===== src/rtl/sdh_regcore_pkg.sv =====
package sdh_regcore_pkg;
  localparam int unsigned REG_W  = 32;
  localparam int unsigned ADDR_W = 12;

  localparam logic [ADDR_W-1:0] OFF_CTRL  = 12'h000;
  localparam logic [ADDR_W-1:0] OFF_TMO   = 12'h004;
  localparam logic [ADDR_W-1:0] OFF_BLK   = 12'h008;
  localparam logic [ADDR_W-1:0] OFF_BYTE  = 12'h00C;
  localparam logic [ADDR_W-1:0] OFF_MASK  = 12'h010;
  localparam logic [ADDR_W-1:0] OFF_MSTAT = 12'h014;
  localparam logic [ADDR_W-1:0] OFF_RSTAT = 12'h018;
  localparam logic [ADDR_W-1:0] OFF_CSTAT = 12'h01C;
  localparam logic [ADDR_W-1:0] OFF_FWM   = 12'h020;
  localparam logic [ADDR_W-1:0] OFF_ASARG = 12'h024;
  localparam logic [ADDR_W-1:0] OFF_DSTAT = 12'h028;
  localparam logic [ADDR_W-1:0] OFF_XCNT  = 12'h02C;
  localparam logic [ADDR_W-1:0] OFF_CRC   = 12'h100;
  localparam int unsigned       CRC_WORDS = 10;

  localparam int unsigned CTRL_SELFCLR_N = 3;   // bits 0..2
  localparam int unsigned CTRL_IRQ_EN    = 4;
  localparam int unsigned CTRL_DMA_EN    = 5;
  localparam int unsigned RAW_DATA_DONE  = 3;
  localparam int unsigned RAW_CARD_IN    = 30;
  localparam int unsigned RAW_CARD_OUT   = 31;
  localparam int unsigned CST_PRESENT    = 8;
  localparam int unsigned DMA_CLR_W      = 10;

  localparam logic [REG_W-1:0] CTRL_RST  = 32'h0000_0300;
  localparam logic [REG_W-1:0] TMO_RST   = 32'hFFFF_FF40;
  localparam logic [REG_W-1:0] BLK_RST   = 32'h0000_0200;
  localparam logic [REG_W-1:0] BYTE_RST  = 32'h0000_0200;
  localparam logic [REG_W-1:0] CST_RST   = 32'h0000_0100;
  localparam logic [REG_W-1:0] FWM_RST   = 32'h000F_0000;
  localparam logic [REG_W-1:0] ASARG_RST = 32'h0000_FFFF;
endpackage


===== src/rtl/sdh_ctrl_regs.sv =====
module sdh_ctrl_regs
  import sdh_regcore_pkg::*;
#(
  parameter int unsigned DW = REG_W
) (
  input  logic          clk_i,
  input  logic          rst_ni,
  input  logic          wr_ctrl_i,
  input  logic          wr_tmo_i,
  input  logic          wr_blk_i,
  input  logic          wr_byte_i,
  input  logic          wr_fwm_i,
  input  logic          wr_asarg_i,
  input  logic [DW-1:0] wdata_i,
  output logic [DW-1:0] ctrl_q_o,
  output logic [DW-1:0] ctrl_d_o,
  output logic [DW-1:0] tmo_o,
  output logic [DW-1:0] blk_o,
  output logic [DW-1:0] byte_o,
  output logic [DW-1:0] fwm_o,
  output logic [DW-1:0] asarg_o,
  output logic [CTRL_SELFCLR_N-1:0] rst_req_o
);
  localparam int unsigned NPL = 4;
  localparam logic [DW-1:0] SC_KEEP = ~{{(DW-CTRL_SELFCLR_N){1'b0}}, {CTRL_SELFCLR_N{1'b1}}};
  localparam logic [DW-1:0] PL_RST [NPL] = '{TMO_RST, BLK_RST, FWM_RST, ASARG_RST};

  logic [DW-1:0] ctrl_q, byte_q;
  logic [CTRL_SELFCLR_N-1:0] rst_req_q;
  logic [NPL-1:0] pl_we;
  logic [DW-1:0] pl_q [NPL];

  // reset request bits are never stored, only pulsed out
  assign ctrl_d_o = wr_ctrl_i ? (wdata_i & SC_KEEP) : ctrl_q;

  always_ff @(posedge clk_i or negedge rst_ni) begin
    if (!rst_ni) begin
      ctrl_q    <= CTRL_RST;
      byte_q    <= BYTE_RST;
      rst_req_q <= '0;
    end else begin
      ctrl_q    <= ctrl_d_o;
      rst_req_q <= wr_ctrl_i ? wdata_i[CTRL_SELFCLR_N-1:0] : '0;
      if (wr_byte_i) byte_q <= wdata_i;
    end
  end

  assign pl_we = {wr_asarg_i, wr_fwm_i, wr_blk_i, wr_tmo_i};

  for (genvar g = 0; g < NPL; g++) begin : g_plain
    logic [DW-1:0] q;
    always_ff @(posedge clk_i or negedge rst_ni) begin
      if (!rst_ni)       q <= PL_RST[g];
      else if (pl_we[g]) q <= wdata_i;
    end
    assign pl_q[g] = q;
  end

  assign ctrl_q_o  = ctrl_q;
  assign byte_o    = byte_q;
  assign tmo_o     = pl_q[0];
  assign blk_o     = pl_q[1];
  assign fwm_o     = pl_q[2];
  assign asarg_o   = pl_q[3];
  assign rst_req_o = rst_req_q;
endmodule


===== src/rtl/sdh_xfer_cnt.sv =====
module sdh_xfer_cnt #(
  parameter int unsigned CNT_W = 32,
  parameter int unsigned AMT_W = 16
) (
  input  logic             clk_i,
  input  logic             rst_ni,
  input  logic             load_i,
  input  logic [CNT_W-1:0] load_val_i,
  input  logic             dec_i,
  input  logic [AMT_W-1:0] amt_i,
  output logic [CNT_W-1:0] cnt_o,
  output logic             done_o
);
  logic [CNT_W-1:0] cnt_q, amt_ext;
  logic             sat;

  assign amt_ext = CNT_W'(amt_i);
  assign sat     = (cnt_q <= amt_ext);
  // load wins over a same-cycle decrement
  assign done_o  = dec_i && !load_i && sat;

  always_ff @(posedge clk_i or negedge rst_ni) begin
    if (!rst_ni)    cnt_q <= '0;
    else if (load_i) cnt_q <= load_val_i;
    else if (dec_i)  cnt_q <= sat ? '0 : cnt_q - amt_ext;
  end

  assign cnt_o = cnt_q;
endmodule


===== src/rtl/sdh_irq_ctrl.sv =====
module sdh_irq_ctrl
  import sdh_regcore_pkg::*;
#(
  parameter int unsigned DW    = REG_W,
  parameter int unsigned CLR_W = DMA_CLR_W
) (
  input  logic          clk_i,
  input  logic          rst_ni,
  input  logic          wr_mask_i,
  input  logic          wr_rclr_i,
  input  logic          wr_cstat_i,
  input  logic          wr_dstat_i,
  input  logic [DW-1:0] wdata_i,
  input  logic          card_ins_i,
  input  logic          card_rem_i,
  input  logic [DW-1:0] raw_set_i,
  input  logic          data_done_i,
  input  logic [DW-1:0] dma_set_i,
  input  logic          irq_en_d_i,
  output logic [DW-1:0] raw_o,
  output logic [DW-1:0] mask_o,
  output logic [DW-1:0] cstat_o,
  output logic [DW-1:0] dstat_o,
  output logic          irq_o
);
  localparam logic [DW-1:0] DCLR_MASK = {{(DW-CLR_W){1'b0}}, {CLR_W{1'b1}}};

  logic [DW-1:0] raw_q, raw_d, mask_q, mask_d, cst_q, cst_d, dst_q, dst_d;
  logic          irq_q, irq_d;

  always_comb begin
    raw_d = raw_q;
    if (wr_rclr_i) raw_d = raw_d & ~wdata_i;
    raw_d = raw_d | raw_set_i;      // set beats clear
    if (data_done_i) raw_d[RAW_DATA_DONE] = 1'b1;
    if (card_ins_i) begin
      raw_d[RAW_CARD_IN]  = 1'b1;
      raw_d[RAW_CARD_OUT] = 1'b0;
    end else if (card_rem_i) begin
      raw_d[RAW_CARD_IN]  = 1'b0;
      raw_d[RAW_CARD_OUT] = 1'b1;
    end
  end

  always_comb begin
    cst_d = cst_q;
    if (wr_cstat_i) cst_d = cst_d & ~wdata_i;
    if (card_ins_i)      cst_d[CST_PRESENT] = 1'b1;
    else if (card_rem_i) cst_d[CST_PRESENT] = 1'b0;
  end

  always_comb begin
    dst_d = dst_q;
    if (wr_dstat_i) dst_d = dst_d & ~(wdata_i & DCLR_MASK);
    dst_d = dst_d | dma_set_i;
  end

  assign mask_d = wr_mask_i ? wdata_i : mask_q;
  assign irq_d  = irq_en_d_i && |(raw_d & mask_d);

  always_ff @(posedge clk_i or negedge rst_ni) begin
    if (!rst_ni) begin
      raw_q  <= '0;
      mask_q <= '0;
      cst_q  <= CST_RST;
      dst_q  <= '0;
      irq_q  <= 1'b0;
    end else begin
      raw_q  <= raw_d;
      mask_q <= mask_d;
      cst_q  <= cst_d;
      dst_q  <= dst_d;
      irq_q  <= irq_d;
    end
  end

  assign raw_o   = raw_q;
  assign mask_o  = mask_q;
  assign cstat_o = cst_q;
  assign dstat_o = dst_q;
  assign irq_o   = irq_q;
endmodule


===== src/rtl/sdh_regcore.sv =====
module sdh_regcore
  import sdh_regcore_pkg::*;
#(
  parameter int unsigned DW    = REG_W,
  parameter int unsigned AW    = ADDR_W,
  parameter int unsigned AMT_W = 16
) (
  input  logic             clk_i,
  input  logic             rst_ni,
  input  logic             reg_we_i,
  input  logic [AW-1:0]    reg_addr_i,
  input  logic [DW-1:0]    reg_wdata_i,
  output logic [DW-1:0]    reg_rdata_o,
  input  logic             card_ins_i,
  input  logic             card_rem_i,
  input  logic [DW-1:0]    raw_set_i,
  input  logic [DW-1:0]    dma_set_i,
  input  logic             xfer_dec_i,
  input  logic [AMT_W-1:0] xfer_amt_i,
  output logic             irq_o,
  output logic             dma_en_o,
  output logic [DW-1:0]    timeout_o,
  output logic [DW-1:0]    blk_size_o,
  output logic [DW-1:0]    byte_cnt_o,
  output logic [DW-1:0]    fifo_wm_o,
  output logic [DW-1:0]    astop_arg_o,
  output logic [DW-1:0]    xfer_cnt_o,
  output logic             soft_rst_o,
  output logic             fifo_rst_o,
  output logic             dma_rst_o
);
  localparam logic [AW-1:0] CRC_END = OFF_CRC + AW'(4 * CRC_WORDS);

  logic wr_ctrl, wr_tmo, wr_blk, wr_byte, wr_mask, wr_rclr, wr_cstat;
  logic wr_fwm, wr_asarg, wr_dstat;
  logic crc_hit, data_done;
  logic [DW-1:0] ctrl_q, ctrl_d, raw_q, mask_q, cstat_q, dstat_q;
  logic [CTRL_SELFCLR_N-1:0] rst_req;

  assign wr_ctrl  = reg_we_i && (reg_addr_i == OFF_CTRL);
  assign wr_tmo   = reg_we_i && (reg_addr_i == OFF_TMO);
  assign wr_blk   = reg_we_i && (reg_addr_i == OFF_BLK);
  assign wr_byte  = reg_we_i && (reg_addr_i == OFF_BYTE);
  assign wr_mask  = reg_we_i && (reg_addr_i == OFF_MASK);
  assign wr_rclr  = reg_we_i && ((reg_addr_i == OFF_MSTAT) || (reg_addr_i == OFF_RSTAT));
  assign wr_cstat = reg_we_i && (reg_addr_i == OFF_CSTAT);
  assign wr_fwm   = reg_we_i && (reg_addr_i == OFF_FWM);
  assign wr_asarg = reg_we_i && (reg_addr_i == OFF_ASARG);
  assign wr_dstat = reg_we_i && (reg_addr_i == OFF_DSTAT);
  assign crc_hit  = (reg_addr_i >= OFF_CRC) && (reg_addr_i < CRC_END);

  sdh_ctrl_regs #(.DW(DW)) u_ctrl (
    .clk_i      (clk_i),
    .rst_ni     (rst_ni),
    .wr_ctrl_i  (wr_ctrl),
    .wr_tmo_i   (wr_tmo),
    .wr_blk_i   (wr_blk),
    .wr_byte_i  (wr_byte),
    .wr_fwm_i   (wr_fwm),
    .wr_asarg_i (wr_asarg),
    .wdata_i    (reg_wdata_i),
    .ctrl_q_o   (ctrl_q),
    .ctrl_d_o   (ctrl_d),
    .tmo_o      (timeout_o),
    .blk_o      (blk_size_o),
    .byte_o     (byte_cnt_o),
    .fwm_o      (fifo_wm_o),
    .asarg_o    (astop_arg_o),
    .rst_req_o  (rst_req)
  );

  sdh_xfer_cnt #(.CNT_W(DW), .AMT_W(AMT_W)) u_xcnt (
    .clk_i      (clk_i),
    .rst_ni     (rst_ni),
    .load_i     (wr_byte),
    .load_val_i (reg_wdata_i),
    .dec_i      (xfer_dec_i),
    .amt_i      (xfer_amt_i),
    .cnt_o      (xfer_cnt_o),
    .done_o     (data_done)
  );

  sdh_irq_ctrl #(.DW(DW)) u_irq (
    .clk_i       (clk_i),
    .rst_ni      (rst_ni),
    .wr_mask_i   (wr_mask),
    .wr_rclr_i   (wr_rclr),
    .wr_cstat_i  (wr_cstat),
    .wr_dstat_i  (wr_dstat),
    .wdata_i     (reg_wdata_i),
    .card_ins_i  (card_ins_i),
    .card_rem_i  (card_rem_i),
    .raw_set_i   (raw_set_i),
    .data_done_i (data_done),
    .dma_set_i   (dma_set_i),
    .irq_en_d_i  (ctrl_d[CTRL_IRQ_EN]),
    .raw_o       (raw_q),
    .mask_o      (mask_q),
    .cstat_o     (cstat_q),
    .dstat_o     (dstat_q),
    .irq_o       (irq_o)
  );

  always_comb begin
    reg_rdata_o = '0;
    if (!crc_hit) begin
      unique case (reg_addr_i)
        OFF_CTRL:  reg_rdata_o = ctrl_q;
        OFF_TMO:   reg_rdata_o = timeout_o;
        OFF_BLK:   reg_rdata_o = blk_size_o;
        OFF_BYTE:  reg_rdata_o = byte_cnt_o;
        OFF_MASK:  reg_rdata_o = mask_q;
        OFF_MSTAT: reg_rdata_o = raw_q & mask_q;
        OFF_RSTAT: reg_rdata_o = raw_q;
        OFF_CSTAT: reg_rdata_o = cstat_q;
        OFF_FWM:   reg_rdata_o = fifo_wm_o;
        OFF_ASARG: reg_rdata_o = astop_arg_o;
        OFF_DSTAT: reg_rdata_o = dstat_q;
        OFF_XCNT:  reg_rdata_o = xfer_cnt_o;
        default:   reg_rdata_o = '0;
      endcase
    end
  end

  assign dma_en_o   = ctrl_q[CTRL_DMA_EN];
  assign soft_rst_o = rst_req[0];
  assign fifo_rst_o = rst_req[1];
  assign dma_rst_o  = rst_req[2];
endmodule


===== config.mk =====
export PLATFORM = sky130hd
export DESIGN_NAME = sdh_regcore
export DESIGN_NICKNAME = d
export VERILOG_FILES = /design/src/rtl/sdh_regcore_pkg.sv /design/src/rtl/sdh_ctrl_regs.sv /design/src/rtl/sdh_xfer_cnt.sv /design/src/rtl/sdh_irq_ctrl.sv /design/src/rtl/sdh_regcore.sv
export SDC_FILE = /design/constraint.sdc
export NUM_CORES = 1
export LEC_CHECK = 0
export ABC_CLOCK_PERIOD_IN_PS = 7450
export BUFFER_PORTS_ARGS = -buffer_cell sky130_fd_sc_hd__buf_4
export CORE_ASPECT_RATIO = 0.7
export CORE_UTILIZATION = 38
export CTS_CLUSTER_SIZE = 30
export DETAILED_ROUTE_END_ITERATION = 8
export PLACE_DENSITY_LB_ADDON = 0.25
export RECOVER_POWER = 50
export SLEW_MARGIN = 40
export SYNTH_ARGS = -nofsm -noshare
export SYNTH_HDL_FRONTEND = slang
export SYNTH_HIERARCHICAL = 1
export SYNTH_SLANG_ARGS = --single-unit

===== constraint.sdc =====
create_clock -name clk_i -period 7.45 [get_ports clk_i]
set_input_delay 1.49 -clock clk_i [delete_from_list [all_inputs] [get_ports clk_i]]
set_output_delay 1.49 -clock clk_i [all_outputs]
set_load 0.03 [all_outputs]

# Yosys cells after proc, flatten, opt, wreduce, memory -nomap -nowiden
# Index checks and enable logic that the tools add are counted.
[word_totals] register_bits=353 inputBits=130 out_inout_bits=229 elab_cells=75
[classes] addsub=1 magnitude_cmp=3 eq_ne=11 mux=16 n_bitwise=9 n_reduce_logical=20
[op_table] op="$pmux W32 S12" n=1
[op_table] op="$mux W32" n=7
[op_table] op="$and A32 B32 Y32" n=5
[op_table] op="$or A32 B32 Y32" n=2
[op_table] op="$eq A12 B5 Y1 const B" n=4
[op_table] op="$eq A12 B6 Y1 const B" n=4
[op_table] op="$le A32 B16 Y1" n=1
[op_table] op="$not A10 Y32" n=1
[op_table] op="$not A32 Y32" n=1
[op_table] op="$reduce_or A32 Y1" n=1
[op_table] op="$sub A32 B16 Y32" n=1
[op_table] op="$eq A12 B4 Y1 const B" n=2
[op_table] op="$logic_and A1 B1 Y1" n=14
[op_table] op="$eq A12 B3 Y1 const B" n=1
[op_table] op="$ge A12 B9 Y1 const B" n=1
[op_table] op="$logic_not A12 Y1" n=1
[op_table] op="$lt A12 B9 Y1 const B" n=1
[op_table] op="$mux W9" n=1
[op_table] op="$mux W5" n=1
[op_table] op="$mux W2" n=2
[op_table] op="$mux W1" n=3
[op_table] op="$mux W3" n=1
[op_table] op="$reduce_bool A3 Y1" n=1
[op_table] op="$reduce_bool A2 Y1" n=1
[op_table] op="2 further kinds" n=2

# Logic depth before layout (Yosys ltp)
# Gate-level depths: netlist of the first run.
[depth] word_depth=10 ltp_mapped=12 mapped_depth_nobuf=12

# Cells and area by module
# The synthesis of the first run kept the hierarchy.
[modules_own_cells] module="sdh_ctrl_regs" n_inst=1 cells_each=414 area_each_um2=8047.7 seq_area_each_um2=4941.0
[modules_own_cells] module="sdh_irq_ctrl" n_inst=1 cells_each=355 area_each_um2=4911.0 seq_area_each_um2=3229.3
[modules_own_cells] module="sdh_regcore" n_inst=1 cells_each=423 area_each_um2=3458.3 seq_area_each_um2=0.0
[modules_own_cells] module="sdh_xfer_cnt" n_inst=1 cells_each=349 area_each_um2=2790.2 seq_area_each_um2=800.8

# Worst setup path before layout of the first run
# Ideal clock, no wire load.
[synth_timing] path_type="input-to-output" start="input reg_addr_i[0]" end="output reg_rdata_o[12]" arrival_time_ns=3.178 t_required_ns=5.960 slack_ns=2.782 stages=6 path_buffers=2 path_cell_list="clkbuf_1 or4b_2 clkbuf_1 o22ai_1 a221oi_1 o22ai_1"
[synth_between] elab_chain_len=3 elab_cells_between_ends=17 classes_between="order compare (2); eq/ne (11); mux (2); reduce/logical (2)"
[synth_rtl] item="start: declaration" line="sdh_regcore.sv:11" text="input logic [AW-1:0] reg_addr_i,"
[synth_rtl] item="$ge A12 B9 Y1, or another cell as far along" line="sdh_regcore.sv:50" text="assign crc_hit = (reg_addr_i >= OFF_CRC) && (reg_addr_i < CRC_END);"
[synth_rtl] item="$logic_and A1 B1 Y1 or $pmux W32 S12 (tied branches)" line="sdh_regcore.sv:50, sdh_regcore.sv:107"
[synth_rtl] item="$mux W32 *" line="sdh_regcore.sv:106" text="if (!crc_hit) begin"
[synth_rtl] item="end: declaration" line="sdh_regcore.sv:13" text="output logic [DW-1:0] reg_rdata_o,"
# Every way passes the cells marked *; elsewhere a longest branch is shown, timed or not.

# Final worst setup path of the first run
[layout_timing] start="input reg_addr_i[4]" end="output reg_rdata_o[9]"
# The elaborated chain is that of the path after synthesis.

==> results of run 1 <==
[state kept, by name, indices dropped and copies added (netlist names), 32 cells and up]
register         flops
u_ctrl/tmo_o        32
u_ctrl/blk_o        32
u_irq/cstat_o       32
u_xcnt/cnt_o        32
u_ctrl/asarg_o      32
u_irq/raw_o         32
u_ctrl/ctrl_q_o     32
u_irq/mask_o        32
u_ctrl/fwm_o        32
u_ctrl/byte_o       32
u_irq/dstat_o       32
[layer usage]
layer / part of all wire (%) / up-vias
met1: 46 / 7801
li1: - / 6441
met2: 43 / 723
met3: 8.4 / 91
met4: 2.2 / 2
met5: 0.018 / -
[worst paths after layout]
| kind | end | startpoint | cells past startpoint | slack [ns] |
|---|---|---|---|---|
| max | reg_rdata_o[9] | reg_addr_i[4] | 7 | 1.85 |
| min | u_irq/dstat_o[24] | u_irq/dstat_o[24] | 1 | 0.46 |
| max reg2reg | u_xcnt/cnt_o[23] | u_xcnt/cnt_o[0] | 10 | 3.53 |
| min reg2reg | u_irq/dstat_o[24] | u_irq/dstat_o[24] | 1 | 0.46 |
| max in group asynchronous | u_ctrl/ctrl_q_o[21] | rst_ni | 2 | 2.22 |
| min in group asynchronous | u_ctrl/byte_o[18] | rst_ni | 1 | 2.02 |
[power by group]
part / total (mW) / internal (mW) / switching (mW)
sequential: 2.16 / 2.01 / 0.150
clock: 2.00 / 1.15 / 0.857
combinational: 1.25 / 0.474 / 0.780
[metrics by stage]
| step | total power [mW] | cells | utilization (%) | hold WS, ns |
|---|---|---|---|---|
| floorplan | 2.89 | 1541 | - | 0.431 |
| global placement | 3.41 | 2495 | 45.1 | 0.443 |
| detailed placement | 3.44 | 2500 | 45.4 | 0.448 |
| CTS | 5.44 | 2574 | 48.0 | 0.463 |
| global route | 5.64 | 2574 | 47.2 | 0.470 |
| finish | 5.42 | 2577 | 47.2 | 0.464 |
[cell usage in the layout, fill, tap and decap left out, types with 14 or more instances in the layout]
cell type and instances:
a21oi_1 54, or3_1 16, inv_1 29, and2_1 15
nor2_1 38, o22ai_1 31, or2_1 15, buf_4 268
a21o_1 16, or2_2 37, mux4_2 31, nand3_1 20
o22a_1 18, a22oi_1 21, dfrtp_1 306, mux2_2 33
clkbuf_1 106, clkbuf_4 19, nand2_1 82, ha_1 16
dfstp_2 50, nand4_1 14, mux2i_1 72, a21boi_0 55
clkbuf_16 41, mux2_4 190, o21ai_0 39
[layout make-up]
cell class	instances	area, µm²
flip-flops and latches	356	8970
inverters	30	113
multi-input cells	1056	9520
repair buffers	393	2690
clock inverters	17	153
diodes	3	7.51
clock buffers	57	1150
well taps	665	832
fillers	4601	26200
[logic make-up (layout without fill, tap and decap cells)]
logic type,count (synthesis),count (layout),synth area share [%]
mux,333,333,24.6
simple gates,333,333,9.64
compound gates,361,361,13.3
fa+ha+maj,17,17,1.15
other cells,0,3,0
flops,356,356,46.7
xor+xnor,12,12,0.547
buf+inv,129,497,4.10
[critical path: stages]
cell and delay, ns:
buf_4 0.31, or4b_1 0.71, nor3_4 0.51, buf_4 0.32
a32oi_1 0.17, o221ai_1 0.35, buf_4 0.23
==> summary.md, run 1 <==
| Metric | Value |
|---|---|
| Final WS setup | `1.85 ns` |
| Number of buffers created by CTS | `40` |
| DRT Wirelength | `72.6 mm` |
| # resized after CTS | `0` |
| Crit Path Class | `in -> out` |
| Final Cycle Share | `75.2%` |
| Synth-to-layout area growth | `22.0%` |
| Worst-path clk slew | `0.06 ns` |
| Crit start category | `primary input` |
| Post-synthesis cell area | `19200 µm²` |
| Syn nets | `1688` |
| Htree depth | `2` |
| Worst slack at placement | `1.94 ns` |
| WP data arrival | `4.11 ns` |
| Placed Area | `22500 µm²` |
| Final Max Tran Viols | `199` |
| Routability cong. | `0.950` |
| Bufs on Longest Clock Path | `3` |
| Max Freq | `0.179 GHz` |
| DR vias/cell | `5.84` |
| Hpwl dp | `52.7 mm` |
| Slew @ Worst Pin | `3.28 ns` |
| Die extent in y | `190 µm` |
| Vias | `15058` |
| Status | `finished, violations left` |
| Unrepaired setup endpoints after global routing | `false` |
| Synth cell count leaders | `dfrtp_1 (306), mux2_4 (190), nand2_1 (82)` |
| Latest clock arrival within the worst-skew pair | `0.56 ns` |
| Die ar. | `51500 µm²` |
| Layout cells sized above 1 | `38.8%` |
| Hold Buf Count CTS | `0` |
| Tmin final | `5.60 ns` |
| Syn Inst Count | `1541` |
| VDD IR max | `0.143 mV` |
| Final nets | `2024` |
| Synth Flop Type | `dfrtp_1` |
| Core Region | `49600 µm²` |
| Die Wd | `271 µm` |
| Antenna violations before repair | `4` |
| IO Count | `359` |
| Met1 GRT Util | `40.8%` |
| Synth unique cells | `90` |
| Top cell type's share of synthesized area | `39.9%` |
| Max_cap viols | `3` |
| Skew final | `0.0202 ns` |
| FF+latch count, synth | `356` |
| First-pass DRT Iterations | `7` |
| Slew headroom | `-119%` |
| Leading area contributor after synthesis | `dfrtp_1` |
| Required @ worst endpoint | `5.96 ns` |
| Post-synth EDFFs | `0` |
| Peak fanout along the critical path | `25` |
| Post CTS Setup Buffer Count | `0` |
| CTS root buffer | `clkbuf_16` |
| GR Layer Usage met3 | `6.56%` |
| Post-route cell area | `23400 µm²` |
| Vias in the first global route | `14923` |
| Largest net degree at the start of global routing | `103` |
| Final ANT Viol Nets | `0` |
| GRT Total Usage | `27.8%` |
| Average routed wire per standard cell | `28.2 µm` |
| Sequential area share after synthesis | `46.7%` |
| DRC viols | `0` |
| Most frequent cell after synthesis | `dfrtp_1` |
| Hold Violations, Final | `0` |
| Final TNS setup | `0 ns` |
| GRT Residual Overflow | `0` |
| Site row count | `68` |
| I/O Buffers | `358` |
| Mean area per synthesized cell | `12.5 µm²` |
| Post-synthesis async set-or-reset flop share | `100%` |
| TritonCTS clock tree | `done` |
| Starting Density | `38.7%` |
| GRT busiest layer | `met2` |
| Hold Crit Class | `reg -> reg` |
| Total clock sinks | `356` |
| LEAKAGE | `10.2 nW` |
| Setup violators final | `0` |
| 1st-iter DRT viols | `1395` |
| CP Capture Type | `output port` |
| Yosys Warn Count | `6` |
| Violated checks | `max-capacitance violations, max-slew violations` |
| First-pass GRT wire length | `105 mm` |
| Cell Pwr Density | `231 nW/µm²` |
| Largest cells by area after synthesis | `dfrtp_1 (40%), mux2_4 (15%), dfstp_2 (6.8%)` |
| M2 GR Usage | `41.0%` |
Note: power is estimated with default switching activity, not from simulation.
==> inputs of run 2 (changes only) <==
--- a/config.mk
+++ b/config.mk
@@ -5,7 +5,7 @@
 export SDC_FILE = /design/constraint.sdc
 export NUM_CORES = 1
 export LEC_CHECK = 0
-export ABC_CLOCK_PERIOD_IN_PS = 7450
+export ABC_CLOCK_PERIOD_IN_PS = 4840
 export BUFFER_PORTS_ARGS = -buffer_cell sky130_fd_sc_hd__buf_4
 export CORE_ASPECT_RATIO = 0.7
 export CORE_UTILIZATION = 38
==> constraint.sdc (replaced) <==
create_clock -name clk_i -period 4.84 [get_ports clk_i]
set_input_delay 0.968 -clock clk_i [delete_from_list [all_inputs] [get_ports clk_i]]
set_output_delay 0.968 -clock clk_i [all_outputs]
set_load 0.03 [all_outputs]
==> run 2 against run 1 <==
The run still ends with max-capacitance violations, max-slew violations left. Die area stayed put. Register-to-register slack lost 2.2 ns. Critical path type unchanged. Power is 56% higher. Combinational power grew 57%. Flip-flop and latch count is the same. First-iteration DRC count increased by 13%. Utilization is 0.30 points higher. Global-route usage shrank 0.13 points. Sequential power increased by 55%.
==> summary.md, run 2 (same netlist as run 1, synthesis figures left out) <==
| Metric | Value |
|---|---|
| DR vias/cell | `5.86` |
| Setup violators final | `0` |
| GRT Residual Overflow | `0` |
| Comb pwr share | `23.2%` |
| IO Count | `359` |
| Post-route cell area | `23600 µm²` |
| R2r worst-path depth | `11` |
| DRC viols | `0` |
| Area of the multi-input gates | `9500 µm²` |
| LEAKAGE | `10.2 nW` |
| Final core utilization | `47.5%` |
| Hold Path Stages | `1` |
| Reg-to-Reg Start | `u_xcnt/cnt_o[0]` |
| Flop2flop setup slack | `1.31 ns` |
| Reg-to-reg endpoint | `u_xcnt/cnt_o[17]` |
| Final nets | `2038` |
| 1st-iter DRT viols | `1574` |
| Htree depth | `2` |
| # resized after CTS | `0` |
| Number of buffers created by CTS | `40` |
| Required @ worst endpoint | `3.87 ns` |
| Fillcell total | `4559` |
| Hold Violations, Final | `0` |
| Crit Path Class | `in -> out` |
| Post CTS Setup Buffer Count | `0` |
| Antenna violations before repair | `4` |
| GRT Total Usage | `27.7%` |
| Status | `finished, violations left` |
| TritonCTS clock tree | `done` |
| Worst-path clk slew | `0.06 ns` |
| Hold_sp | `u_irq/dstat_o[24]` |
| Final ANT Viol Nets | `0` |
| First-pass DRT Iterations | `6` |
| Violated checks | `max-capacitance violations, max-slew violations` |
| First-pass GRT wire length | `105 mm` |
| Die extent in y | `190 µm` |
| Slew headroom | `-89.6%` |
| Final TNS setup | `0 ns` |
| Most frequent cells in the layout | `dfrtp_1 (306), buf_4 (281), mux2_4 (190), clkbuf_1 (108), nand2_1 (82)` |
| Vias | `15158` |
| Latest clock arrival within the worst-skew pair | `0.56 ns` |
| Max_cap viols | `1` |
| Largest net degree at the start of global routing | `87` |
| CTS root buffer | `clkbuf_16` |
| Bufs on Longest Clock Path | `3` |
| Clock share of power | `37.2%` |
| Starting Density | `38.7%` |
| Routability cong. | `0.949` |
| Core Region | `49600 µm²` |
| Skew final | `0.0187 ns` |
| Average routed wire per standard cell | `28.0 µm` |
| Layout cells sized above 1 | `38.9%` |
| Slew @ Worst Pin | `2.84 ns` |
| Tmin final | `4.38 ns` |
| I/O Buffers | `358` |
| Vias in the first global route | `14816` |
| Crit start category | `primary input` |
| Max Freq | `0.228 GHz` |
| Placed Area | `22600 µm²` |
| Die Wd | `271 µm` |
| Total power | `8.45 mW` |
| Min-Delay Endpoint | `u_irq/dstat_o[24]` |
| Die ar. | `51500 µm²` |
| VDD IR max | `0.208 mV` |
| ANT cells | `0` |
| Most common cell after layout, fill and taps aside | `dfrtp_1` |
| Unrepaired setup endpoints after global routing | `false` |
| Sequential Area | `8970 µm²` |
| Cell Pwr Density | `358 nW/µm²` |
| Hold Crit Class | `reg -> reg` |
| Peak fanout along the critical path | `32` |
| DRT Wirelength | `72.4 mm` |
| Total clock sinks | `356` |
| NetSw | `2.75 mW` |
| CP Capture Type | `output port` |
| Switch share | `32.6%` |
| Final Cycle Share | `90.5%` |
| Final Max Tran Viols | `48` |
| Site row count | `68` |
| Synth-to-layout area growth | `22.8%` |
| Int Pwr | `5.69 mW` |
| Hold Buf Count CTS | `0` |
| WP data arrival | `3.41 ns` |
| Flop pwr share | `39.5%` |
| Hpwl dp | `52.5 mm` |
==> run 2: cell count changes in the layout (fill, tap and decap cells not counted), sizes merged <==
cell / before / now
inv: 31 / 33
diode: 3 / 0
clkbuf: 174 / 177
clkinv: 13 / 6
buf: 276 / 291
bufinv: 2 / 3
==> run 2: worst max-delay path by stage <==
stage | cells past startpoint | to | start
after CTS | 6 | reg_rdata_o[4] | reg_addr_i[2]
after floorplan | 6 | reg_rdata_o[12] | reg_addr_i[0]
after global routing | 3 | u_irq/raw_o[22] | rst_ni
after global placement | 6 | reg_rdata_o[23] | reg_addr_i[2]
final | 6 | reg_rdata_o[4] | reg_addr_i[2]
after detailed placement | 6 | reg_rdata_o[4] | reg_addr_i[2]
==> run 2: power groups by stage <==
stage / clock network (mW) / registers, mW / logic [mW]
after floorplan: 0 / 3.49 / 0.965
after global placement: 0 / 3.39 / 1.92
after detailed placement: 0 / 3.39 / 1.93
after CTS: 3.20 / 3.34 / 1.95
after global routing: 3.33 / 3.35 / 2.11
final: 3.15 / 3.34 / 1.96
==> run 2: per-layer routing <==
metal,part of all wire [%],vias up,global-route usage [%]
met5,0.066,-,0
met4,2.3,8,6.28
met3,8.8,106,6.95
met2,42,776,40.0
met1,46,7793,41.3
li1,-,6475,-
==> run 2: final cells by class <==
type	count	share of cell area, %
clock buffer	61	4.97
clock inverter	13	0.669
inverter	30	0.478
multi-input combinational	1056	40.3
sequential	356	38.0
tap	665	3.53
timing repair buffer	407	12.0
==> run 2: through the flow <==
step	instances	hold slack [ns]	setup slack [ns]
floorplan	1541	0.431	1.22
global placement	2513	0.444	0.655
detailed placement	2514	0.449	0.578
CTS	2588	0.326	0.566
global route	2588	0.480	0.307
finish	2588	0.462	0.462
==> run 2: worst max-delay path, stage by stage <==
cell	delay, ns
buf_4	0.25
or4b_1	0.84
nor2_2	0.59
a221oi_1	0.19
o22ai_1	0.31
buf_4	0.23
